$ cat config.mk
export PLATFORM = sky130hd
export DESIGN_NAME = pclk_cfg_top
export DESIGN_NICKNAME = d
export VERILOG_FILES = /design/src/rtl/pclk_pkg.sv /design/src/rtl/pclk_cfg_bank.sv /design/src/rtl/pclk_pulse_gen.sv /design/src/rtl/pclk_cfg_top.sv
export SDC_FILE = /design/constraint.sdc
export NUM_CORES = 1
export LEC_CHECK = 0
export BUFFER_PORTS_ARGS = -buffer_cell sky130_fd_sc_hd__buf_2
export CORE_AREA = 2 2 294 180
export CTS_BUF_LIST = sky130_fd_sc_hd__clkbuf_4 sky130_fd_sc_hd__clkbuf_8 sky130_fd_sc_hd__clkbuf_16
export DETAILED_ROUTE_END_ITERATION = 12
export DIE_AREA = 0 0 296 182
export GPL_TIMING_DRIVEN = 0
export HOLD_SLACK_MARGIN = 0.1
export SLEW_MARGIN = 20
export SYNTH_ARGS = -nofsm -noshare
export SYNTH_HDL_FRONTEND = slang
export SYNTH_SLANG_ARGS = --single-unit
$ cat constraint.sdc
create_clock -name clk_i -period 3.9 [get_ports clk_i]
set_input_delay 0 -clock clk_i [delete_from_list [all_inputs] [get_ports clk_i]]
set_output_delay 0 -clock clk_i [all_outputs]
set_load 0.01 [all_outputs]
$ cat src/rtl/pclk_pkg.sv
package pclk_pkg;
  localparam int unsigned DATA_W  = 32;
  localparam int unsigned DIV_W   = 2;
  localparam int unsigned CNT_W   = 3;
  localparam int unsigned ID_LSB  = 0;
  localparam int unsigned CMD_BIT = 12;
  localparam int unsigned DIV_LSB = 16;
  localparam int unsigned EN_BIT  = 28;

  // low-bit mask selected by a divider code
  function automatic logic [CNT_W-1:0] div_mask(input logic [DIV_W-1:0] code);
    logic [CNT_W-1:0] ones;
    ones = '1;
    return ~(ones << code);
  endfunction
endpackage

$ cat src/rtl/pclk_cfg_bank.sv
module pclk_cfg_bank
  import pclk_pkg::*;
#(
  parameter int unsigned N_PERIPH = 64,
  localparam int unsigned ID_W = $clog2(N_PERIPH)
) (
  input  logic                           clk_i,
  input  logic                           rst_ni,
  input  logic                           wr_en_i,
  input  logic [DATA_W-1:0]              wr_data_i,
  output logic [DATA_W-1:0]              rd_data_o,
  output logic [N_PERIPH-1:0][DIV_W-1:0] div_o,
  output logic [N_PERIPH-1:0]            en_o
);
  logic [ID_W-1:0]              sel_q;
  logic [N_PERIPH-1:0][DIV_W-1:0] div_q;
  logic [N_PERIPH-1:0]            en_q;

  logic [ID_W-1:0]  wr_id;
  logic             wr_cmd;
  logic [DIV_W-1:0] wr_div;
  logic             wr_enb;

  assign wr_id  = wr_data_i[ID_LSB +: ID_W];
  assign wr_cmd = wr_data_i[CMD_BIT];
  assign wr_div = wr_data_i[DIV_LSB +: DIV_W];
  assign wr_enb = wr_data_i[EN_BIT];

  always_ff @(posedge clk_i or negedge rst_ni) begin
    if (!rst_ni) begin
      sel_q <= '0;
      div_q <= '0;
      en_q  <= '0;
    end else if (wr_en_i) begin
      sel_q <= wr_id;
      if (wr_cmd) begin
        div_q[wr_id] <= wr_div;
        en_q[wr_id]  <= wr_enb;
      end
    end
  end

  always_comb begin
    rd_data_o                     = '0;
    rd_data_o[ID_LSB +: ID_W]     = sel_q;
    rd_data_o[DIV_LSB +: DIV_W]   = div_q[sel_q];
    rd_data_o[EN_BIT]             = en_q[sel_q];
  end

  assign div_o = div_q;
  assign en_o  = en_q;

  // a selector-only write keeps all stored settings
  a_r2_select_keeps_cfg: assert property (@(posedge clk_i) disable iff (!rst_ni)
    (wr_en_i && !wr_cmd) |=> ($stable(div_q) && $stable(en_q)));

  // a command write lands in the addressed entry
  a_r4_cmd_stores_en: assert property (@(posedge clk_i) disable iff (!rst_ni)
    (wr_en_i && wr_cmd) |=> (en_q[$past(wr_id)] == $past(wr_enb)));

  a_r4_cmd_stores_div: assert property (@(posedge clk_i) disable iff (!rst_ni)
    (wr_en_i && wr_cmd) |=> (div_q[$past(wr_id)] == $past(wr_div)));

  // command flag never reads back
  a_r3_cmd_reads_zero: assert property (@(posedge clk_i) disable iff (!rst_ni)
    wr_en_i |=> (rd_data_o[CMD_BIT] == 1'b0));
endmodule

$ cat src/rtl/pclk_pulse_gen.sv
module pclk_pulse_gen
  import pclk_pkg::*;
(
  input  logic             clk_i,
  input  logic             rst_ni,
  input  logic             en_i,
  input  logic [DIV_W-1:0] div_i,
  output logic             pulse_o
);
  logic [CNT_W-1:0] cnt_q;
  logic [DIV_W-1:0] act_q;

  always_ff @(posedge clk_i or negedge rst_ni) begin
    if (!rst_ni) begin
      cnt_q <= '0;
      act_q <= '0;
    end else begin
      cnt_q <= cnt_q + 1'b1;
      if (&cnt_q) act_q <= div_i;  // adopt new code only at wrap
    end
  end

  assign pulse_o = en_i && ((cnt_q & div_mask(act_q)) == '0);

  // active code holds between wraps
  a_r9_code_holds: assert property (@(posedge clk_i) disable iff (!rst_ni)
    !(&cnt_q) |=> $stable(act_q));

  // divide-by-8 never pulses twice in a row
  a_r8_no_back_to_back: assert property (@(posedge clk_i) disable iff (!rst_ni)
    (pulse_o && act_q == 2'd3) |=> !pulse_o);

  // counter advances every cycle
  a_r8_counter_steps: assert property (@(posedge clk_i) disable iff (!rst_ni)
    1'b1 |=> (cnt_q == $past(cnt_q) + 1'b1));
endmodule

$ cat src/rtl/pclk_cfg_top.sv
module pclk_cfg_top
  import pclk_pkg::*;
#(
  parameter int unsigned N_PERIPH = 64
) (
  input  logic                clk_i,
  input  logic                rst_ni,
  input  logic                wr_en_i,
  input  logic [DATA_W-1:0]   wr_data_i,
  output logic [DATA_W-1:0]   rd_data_o,
  output logic [N_PERIPH-1:0] clk_en_o
);
  logic [N_PERIPH-1:0][DIV_W-1:0] div_w;
  logic [N_PERIPH-1:0]            en_w;

  pclk_cfg_bank #(.N_PERIPH(N_PERIPH)) u_bank (
    .clk_i    (clk_i),
    .rst_ni   (rst_ni),
    .wr_en_i  (wr_en_i),
    .wr_data_i(wr_data_i),
    .rd_data_o(rd_data_o),
    .div_o    (div_w),
    .en_o     (en_w)
  );

  for (genvar g = 0; g < N_PERIPH; g++) begin : g_pulse
    pclk_pulse_gen u_gen (
      .clk_i  (clk_i),
      .rst_ni (rst_ni),
      .en_i   (en_w[g]),
      .div_i  (div_w[g]),
      .pulse_o(clk_en_o[g])
    );
  end

  // disabled peripheral never pulses
  a_r7_disabled_silent: assert property (@(posedge clk_i) disable iff (!rst_ni)
    (wr_en_i && wr_data_i[CMD_BIT] && !wr_data_i[EN_BIT])
      |=> !clk_en_o[$past(wr_data_i[ID_LSB +: $clog2(N_PERIPH)])]);
endmodule

==> flow_summary.yaml, run 1 <==
power_and_ir_drop:
  ir_drop_mv: 0.3621
  seq_power_share: 0.496
  power.total_mw: 11.91
  power.internal_mw: 9.003
  power_density_nw_per_um2: 456.6
  power.share.clock: 0.405
  power_switching_mw: 2.911
  power_leakage_nw: 13.92
  combPwrFrac: 0.099
  swShare: 0.2443
clock_network:
  cts_made_buffers: 49
  postCtsSetupBuffers: 0
  post_cts_resized: 0
  cts_root_buf: "clkbuf_16"
  path_clk_slew_ns: 0.07
  hold_buffers: 12
  cts_tree: "built"
  cts-htree-levels: 2
  cts.sinks: 518
  cts.path.max_buffers: 3
  clk_latency_ns: 0.56
logic_synthesis:
  seq_area_frac_synth: 0.5679
  synth_seq_cells: 518
  synthArstFlopShare: 1.000
  ys_types: 44
  synth_flop_cell: "dfrtp_1"
  syn_avg_cell_area_um2: 13.83
  synth_area_leaders: "dfrtp_1, mux2_2, ha_1"
  post-synth-top-area-cell: "dfrtp_1"
  netlist_area_um2: 22820
  yosys_warnings: 0
  synth_edf_count: 0
  syn_inst: 1650
  synth_top_area_frac: 0.5679
critical_path:
  r2r_cells: 4
  setup.worst_path.end_class: "output port"
  critPathMaxFanout: 10
  crit_cells: 7
  path_delay_family: "buffers and inverters"
  cpPeakStageDelay_ns: 0.83
  start_kind: "flip-flop"
  cp.buffers_inverters: 2
  cp.required_ns: 3.90
  arrival_ns: 3.43
  worstSetupPathType: "flip-flop to output port"
  crit_chain: "buf_1 > mux4_2 > mux2_2 > nor2_1 > a21oi_1 > a311o_1 > buf_2"
  slowest_stage: "buf_1"
route:
  post_drt_wl_per_cell_um: 20.69
  via_count: 13440
  wl_mm: 52.91
  drtAntennaViolNets: 0
  viasPerCell: 5.254
  drtIter0Drc: 894
  dr.pass1.iters: 5
  drc_errors: 0
sta:
  rsz0062_at_grt: "no"
  clock.fmax_mhz: 292.0
  slew_headroom: 0.3031
  setup_viol: 0
  finClkSkew_ns: 0.01038
  hold_slack_ns: 0.1475
  setup_ws_ns: 0.4749
  slew_viol_final: 0
  min_period_ns: 3.425
  hold_viol_final: 0
  worst_pin_slew_ns: 1.045
  finalCritPeriodShare: 0.8782
global_routing:
  grtUsageTotal: 0.2021
  grt_pass1_vias: 13709
  antenna_found_initial: 0
  grt_max_degree: 103
  overflow: 0
  grt_pass1_wl_mm: 82.48
die:
  die_w_um: 296
  floorplan.initialDensity: 0.4427
  die_h_um: 182
  coreArea_um2: 51560
  die_area_um2: 53870
  ios: 131
  rows: 65
cells_and_area:
  fill_cells: 4355
  nNetsFinal: 1983
  stdcell_area_um2: 26090
  syn2layout_area_growth_pct: 14.31
  drive_gt1_frac: 0.3482
  num_antenna_cells: 0
place:
  gp_congestion: 0.8526
  io_buffers: 80
  dpl_cell_area_um2: 24340
  place_ws_ns: 1.114
  hpwl_mm: 37.67
status:
  status: "finished, final reports clean"
hold_path:
  hold_depth: 5
  hold_path.class: "primary input to flip-flop"
job:
  drv_cap: 0
==> sequential cells by signal, summed over array words and instances (netlist names) <==
name,cells
u_bank.en_o,64
u_bank.div_o,128
g_pulse.u_gen.act_q,128
u_bank.sel_q,6
g_pulse.u_gen.cnt_q,192
==> metrics by stage <==
stage,instances,setup TNS [ns],utilization
3_5_place_dp,2460,0,0.4721
4_1_cts,2558,0,0.5060
6_report,2558,0,0.5060
2_1_floorplan,1672,0,-
5_1_grt,2558,0,0.5060
3_3_place_gp,2455,-3873.59,0.4691
==> worst paths after layout <==
kind / start / to / slack, ns
worst max-delay path: u_bank.sel_q[2] / rd_data_o[28] / 0.47
worst min-delay path: wr_data_i[12] / u_bank.div_o[49] / 0.15
worst max register to register: u_bank.sel_q[2] / u_bank.sel_q[2] / 1.76
worst min register to register: g_pulse[13].u_gen.cnt_q[0] / g_pulse[13].u_gen.cnt_q[0] / 0.44
max in group asynchronous: rst_ni / u_bank.div_o[125] / 1.91
min in group asynchronous: rst_ni / g_pulse[38].u_gen.cnt_q[1] / 0.50
==> layer usage <==
layer | GRT usage | wire [um] | up-vias | share of wire
met4 | 0.05333 | 1357 | 0 | 0.026
met5 | 0 | 0 | - | 0
met1 | 0.3053 | 25910 | 6954 | 0.49
met2 | 0.2929 | 22580 | 310 | 0.43
li1 | - | - | 6093 | -
met3 | 0.04578 | 3065 | 83 | 0.058
==> cell families (layout without fill, tap and decap cells) <==
kind of cell	Yosys count	after routing	synth area share
AOI/OAI and AO/OA	204	204	0.05274
adders and majority gates	128	128	0.07017
buffers and inverters	199	382	0.05230
DFF	518	518	0.5679
muxes	390	390	0.2168
other	1	23	0.0001643
and+or+nand+nor	210	210	0.03991
==> worst register-to-register path, delay by kind of cell, from the launching register on <==
kind | cells | cell delay (ns)
flip-flops | 1 | 0.56
buffers and inverters | 3 | 1.34
multiplexers | 1 | 0.17
==> synth_stat cells, drive strengths merged (2+ instances only) <==
library cell / n
nor3b: 2
clkbuf: 23
nor2: 56
nand3: 8
inv: 65
mux2i: 12
dfrtp: 518
mux2: 332
nand2: 107
or2: 2
or3: 2
nor3: 6
ha: 128
a21o: 56
o22ai: 4
nand2b: 7
and3: 2
o21ai: 68
nor2b: 6
a22oi: 2
buf: 111
o311ai: 2
mux4: 46
nand4: 3
a21oi: 65
nand3b: 7
==> layout by cell type, fill, tap and decap left out, types with 4 or more instances in the layout <==
| master | n |
|---|---|
| dfrtp_1 | 518 |
| nor2_1 | 56 |
| nand3b_1 | 7 |
| ha_1 | 128 |
| a21o_1 | 56 |
| mux2i_1 | 12 |
| inv_1 | 65 |
| a21oi_1 | 65 |
| clkbuf_1 | 23 |
| buf_4 | 89 |
| clkbuf_8 | 14 |
| buf_2 | 83 |
| o21ai_0 | 66 |
| mux4_2 | 31 |
| buf_16 | 5 |
| o22ai_1 | 4 |
| clkbuf_16 | 49 |
| nand2_1 | 107 |
| dlygate4sd3_1 | 11 |
| clkinv_2 | 8 |
| mux2_2 | 332 |
| buf_1 | 6 |
| buf_6 | 10 |
| nor2b_1 | 6 |
| nor3_1 | 6 |
| conb_1 | 23 |
| nand2b_1 | 7 |
| nand3_1 | 8 |
| clkbuf_4 | 10 |
| mux4_1 | 13 |
==> power by group through the flow <==
stage               clock network [mW]  registers, mW  logic [mW]
floorplan                            0           5.88       0.756
global placement                     0           6.00        1.14
detailed placement                   0           6.01        1.18
CTS                               4.93           5.91        1.20
global route                      5.17           5.95        1.29
finish                            4.82           5.91        1.18
==> final cells by class <==
class	instances	area, um^2	share of cell area
repair buffers	97	678.2	0.02599
well taps	703	879.6	0.03371
inverters	65	244.0	0.009351
plain buffers	134	949.7	0.03640
clock buffers	73	1494	0.05726
flip-flops and latches	518	12960	0.4968
multi-input cells	955	8760	0.3357
clock inverters	13	123.9	0.004748
Note: power is estimated with default switching activity, not from simulation.
==> run 2, diff against run 1 <==
- HOLD_SLACK_MARGIN: 0.1 -> 0.15
- PLACE_DENSITY: default -> 0.71
==> run 2 against run 1 <==
  * Non-clock buffer count is 2 higher
  * Maximum frequency shrank 4.2%
  * Worst hold slack better by 0.10 ns
  * Critical path type unchanged
  * Highest routed layer unchanged
==> flow_summary.yaml, run 2 (synthesized netlist as in run 1, its figures left out) <==
status:
  status: "finished, final reports clean"
cells_and_area:
  final_cell_mix: "dfrtp_1, mux2_2, ha_1"
  num_antenna_cells: 0
  drive_gt1_frac: 0.3468
  syn2layout_area_growth_pct: 13.87
  nNetsFinal: 1983
  post-route-util: 0.5041
  largest_reg_flops: 192
  final_common_cell: "dfrtp_1"
  fill_cells: 4392
  top_register: "g_pulse.u_gen.cnt_q"
route:
  wl_mm: 53.53
  viasPerCell: 5.381
  drtIter0Drc: 1207
  post_drt_wl_per_cell_um: 20.93
  dr.pass1.iters: 6
  drc_errors: 0
  via_count: 13760
  drtAntennaViolNets: 0
sta:
  worst_pin_slew_ns: 1.086
  rsz0062_at_grt: "no"
  hold_viol_final: 0
  clock.fmax_mhz: 279.6
  hold_slack_ns: 0.2491
  min_period_ns: 3.577
  finClkSkew_ns: 0.01303
  slew_viol_final: 0
  slew_headroom: 0.2759
  finalCritPeriodShare: 0.9172
  setup_viol: 0
critical_path:
  cp.required_ns: 3.90
  rrSetupSlack_ns: 1.82
  r2r-end: "u_bank.sel_q[2]"
  crit_start: "u_bank.sel_q[2]"
  path_delay_family: "compound AO/OA/AOI/OAI gates"
  worstSetupPathType: "flip-flop to output port"
  critPathMaxFanout: 10
  cpPeakStageDelay_ns: 0.76
  slowest_stage: "buf_1"
  setup.worst_path.end_class: "output port"
  start_kind: "flip-flop"
  r2r_start: "u_bank.sel_q[2]"
  cp.buffers_inverters: 2
  crit_chain: "buf_1 > or2_2 > nor2_1 > o31a_1 > a2111oi_1 > a311o_1 > buf_2"
  endpoint: "rd_data_o[28]"
  arrival_ns: 3.58
  r2r_cells: 4
  crit_cells: 7
global_routing:
  grtUsageTotal: 0.2036
  grt_pass1_vias: 14318
  overflow: 0
  antenna_found_initial: 0
  grt_max_degree: 107
  grt_pass1_wl_mm: 83.97
clock_network:
  cts_tree: "built"
  path_clk_slew_ns: 0.07
  cts-htree-levels: 2
  cts.sinks: 518
  clk_latency_ns: 0.57
  cts_root_buf: "clkbuf_16"
  cts.path.max_buffers: 3
  cts_made_buffers: 47
place:
  gp_congestion: 0.8731
  io_buffers: 80
  hpwl_mm: 38.51
power_and_ir_drop:
  swShare: 0.2472
  seq_power_share: 0.507
  ir_drop_mv: 0.3330
  power.share.clock: 0.391
  power_leakage_nw: 13.89
  power.internal_mw: 8.777
  power_switching_mw: 2.882
  power_density_nw_per_um2: 448.6
  combPwrFrac: 0.102
die:
  ios: 131
  die_w_um: 296
  die_h_um: 182
  rows: 65
  die_area_um2: 53870
  floorplan.initialDensity: 0.4427
  coreArea_um2: 51560
job:
  drv_cap: 0
hold_path:
  hold_path.class: "primary input to flip-flop"
[run 2: area by class of cell]
type,count,area (um^2),area share
Tap cell,703,879.6,0.03384
Sequential cell,518,12960,0.4987
Clock inverter,13,65.06,0.002503
Timing Repair Buffer,99,698.2,0.02686
Inverter,65,244.0,0.009388
Buffer,134,949.7,0.03654
Clock buffer,70,1440,0.05541
Multi-Input combinational cell,955,8751,0.3367
[run 2: per-layer routing]
metal	GRT usage	up-vias	wire length (um)
met4	0.05576	0	1393
met3	0.04590	90	3617
met1	0.2959	7170	24780
li1	-	6093	-
met5	0	-	0
met2	0.3078	407	23740
[run 2: timing repair]
item                                    CTS  global route
endpoints found under the hold margin   188             0
hold buffers                             14             0
setup buffers                             0             0
gates resized for setup                   0             0
endpoints found under the setup margin    0             0
[run 2: worst reg2reg max path: cells and delay by family (launching register included)]
kind,cells,cell delay (ns)
multiplexers,1,0.17
buffers and inverters,3,1.25
flip-flops,1,0.61
[run 2: worst min-delay path by stage]
stage,startpoint,depth (start not counted),end,slack [ns]
6_report,wr_data_i[17],2,u_bank.div_o[7],0.25
5_1_grt,wr_data_i[17],2,u_bank.div_o[7],0.23
4_1_cts,wr_data_i[17],2,u_bank.div_o[7],0.21
3_5_place_dp,rst_ni,1,g_pulse[47].u_gen.cnt_q[2],-0.1
3_3_place_gp,wr_data_i[0],2,u_bank.sel_q[0],0.37
2_1_floorplan,rst_ni,0,g_pulse[0].u_gen.act_q[0],-0.30
[run 2: power groups by stage]
stage | Combinational, mW | Clock, mW | Sequential, mW
global placement | 1.13 | 0 | 5.99
global route | 1.29 | 4.86 | 5.94
finish | 1.19 | 4.55 | 5.91
CTS | 1.20 | 4.62 | 5.91
detailed placement | 1.18 | 0 | 6.00
floorplan | 0.756 | 0 | 5.88
[run 2: per-stage QoR]
step           instance area (um^2)  TNS [ns]  std cells  power, mW  setup slack, ns
6_report                      25990         0       2557      11.66           0.3229
5_1_grt                       25990         0       2557      12.09           0.3766
4_1_cts                       25990         0       2557      11.73           0.5260
3_5_place_dp                  24330         0       2460      7.180            1.139
3_3_place_gp                  24190  -3664.05       2455      7.117           -7.154
2_1_floorplan                 22910         0       1672      6.639            2.040
==> run 3, diff against run 2 <==
- CTS_CLUSTER_SIZE: default -> 14
- REMOVE_ABC_BUFFERS: default -> 1
==> run 3 against run 2 <==
  * Clock skew up 0.0034 ns
  * Die area is the same
  * Clock power fell by 3%
  * Via count fell by 5.9%
  * Non-clock buffer count decreased by 128
  * Sequential share of layout area up 1.9 points
  * Sequential cell count stayed put
  * Maximum frequency up 8.0%
  * Clock-buffer cell count fell by 5
  * Setup slack better by 0.26 ns
  * Cell count is 5.2% lower
  * Final area is 3.5% lower
  * Critical endpoint unchanged
  * Largest cell class unchanged
  * Highest routed layer is now met5
==> flow_summary.yaml, run 3 (synthesized netlist as in run 1, its figures left out) <==
sta:
  worst_pin_slew_ns: 0.9149
  slew_viol_final: 0
  finClkSkew_ns: 0.01646
  fin_tns_setup_ns: 0
  hold_viol_final: 0
  hold_slack_ns: 0.2065
  clock.fmax_mhz: 301.8
  finalCritPeriodShare: 0.8495
  setup_viol: 0
  rsz0062_at_grt: "no"
  min_period_ns: 3.313
  slew_headroom: 0.3901
clock_network:
  cts.path.max_buffers: 3
  path_clk_slew_ns: 0.06
  cts_tree: "built"
  cts-htree-levels: 2
  cts_root_buf: "clkbuf_16"
  clk_latency_ns: 0.57
  cts_made_buffers: 47
  cts.sinks: 518
cells_and_area:
  final_cell_mix: "dfrtp_1, mux2_2, ha_1"
  instances_no_fill: 2423
  fill_cells: 4427
  syn2layout_area_growth_pct: 9.845
  num_antenna_cells: 0
  top_register: "g_pulse.u_gen.cnt_q"
  final_common_cell: "dfrtp_1"
  drive_gt1_frac: 0.3151
  largest_reg_flops: 192
  nNetsFinal: 1855
critical_path:
  crit_cells: 6
  setup.worst_path.end_class: "output port"
  critPathMaxFanout: 26
  slowest_stage: "dfrtp_4"
  path_delay_family: "flip-flops"
  r2r_cells: 2
  cpPeakStageDelay_ns: 0.77
  cp.required_ns: 3.90
  worstSetupPathType: "flip-flop to output port"
  cp.buffers_inverters: 2
  crit_chain: "buf_12 > mux4_2 > mux2i_1 > a21oi_1 > a311o_1 > buf_2"
  start_kind: "flip-flop"
  arrival_ns: 3.31
power_and_ir_drop:
  power_density_nw_per_um2: 452.7
  ir_drop_mv: 0.3050
  power_leakage_nw: 13.29
  power.total_mw: 11.35
die:
  die_h_um: 182
  die_w_um: 296
  floorplan.initialDensity: 0.4427
  ios: 131
  coreArea_um2: 51560
  die_area_um2: 53870
  rows: 65
status:
  status: "finished, final reports clean"
job:
  drv_cap: 0
place:
  dpl.cell_count: 2333
  io_buffers: 85
  gp_congestion: 0.8351
  hpwl_mm: 33.24
global_routing:
  grt_pass1_vias: 13876
  grt_pass1_wl_mm: 77.70
  grt_max_degree: 101
  antenna_found_initial: 1
  grtUsageTotal: 0.1853
  overflow: 0
route:
  via_count: 12949
  dr.pass1.iters: 6
  drtIter0Drc: 886
  wl_mm: 48.52
  drc_errors: 0
  post_drt_wl_per_cell_um: 20.03
  drtAntennaViolNets: 0
  viasPerCell: 5.344
hold_path:
  hold_depth: 2
  hold_path.class: "primary input to flip-flop"
## run 3: worst reg2reg max path: stages (launching register included)
cell	delay, ns
dfrtp_1	0.94
mux2_2	0.30
dlygate4sd3_1	0.55
## run 3: final timing paths
path / startpoint / endpoint / slack, ns
worst min register to register: g_pulse[56].u_gen.cnt_q[0] / g_pulse[56].u_gen.cnt_q[0] / 0.44
worst min-delay path: wr_data_i[16] / u_bank.div_o[14] / 0.21
max in group asynchronous: rst_ni / u_bank.en_o[16] / 2.39
min in group asynchronous: rst_ni / g_pulse[43].u_gen.cnt_q[0] / 0.58
worst max register to register: u_bank.sel_q[4] / u_bank.sel_q[4] / 2.05
worst max-delay path: u_bank.sel_q[0] / rd_data_o[28] / 0.59
## run 3: cell type report
| type | count | area, um^2 | area share |
|---|---|---|---|
| clock buffer | 65 | 1374 | 0.05480 |
| tap | 703 | 879.6 | 0.03508 |
| sequential | 518 | 12970 | 0.5174 |
| inverter | 65 | 244.0 | 0.009732 |
| multi-input combinational | 955 | 8760 | 0.3494 |
| clock inverter | 12 | 75.07 | 0.002994 |
| timing repair buffer | 105 | 768.2 | 0.03064 |
## run 3: layer usage
layer / track usage / wire, um / vias up
met4: 0.05273 / 1307 / 2
met3: 0.04810 / 3328 / 83
met5: 0 / 8 / -
li1: - / - / 5842
met1: 0.2632 / 22130 / 6714
met2: 0.2810 / 21750 / 308
## run 3: where the power goes
| group | internal (mW) | switching (mW) |
|---|---|---|
| clock network | 2.45 | 1.97 |
| logic | 0.477 | 0.514 |
| registers | 5.65 | 0.281 |
## run 3: repair_timing
action                    in CTS  in global routing
setup buffers                  0                  0
hold endpoints to repair     222                  0
resized for setup              0                  0
hold buffers                  13                  0
## run 3: metrics by stage
step           setup slack (ns)  cell area, um^2    util
3_5_place_dp              1.174            23480  0.4553
6_report                 0.5871            25070  0.4862
5_1_grt                  0.4745            25070  0.4862
3_3_place_gp             -7.090            23260  0.4512
2_1_floorplan            0.6063            21960       -
4_1_cts                  0.5766            25070  0.4862
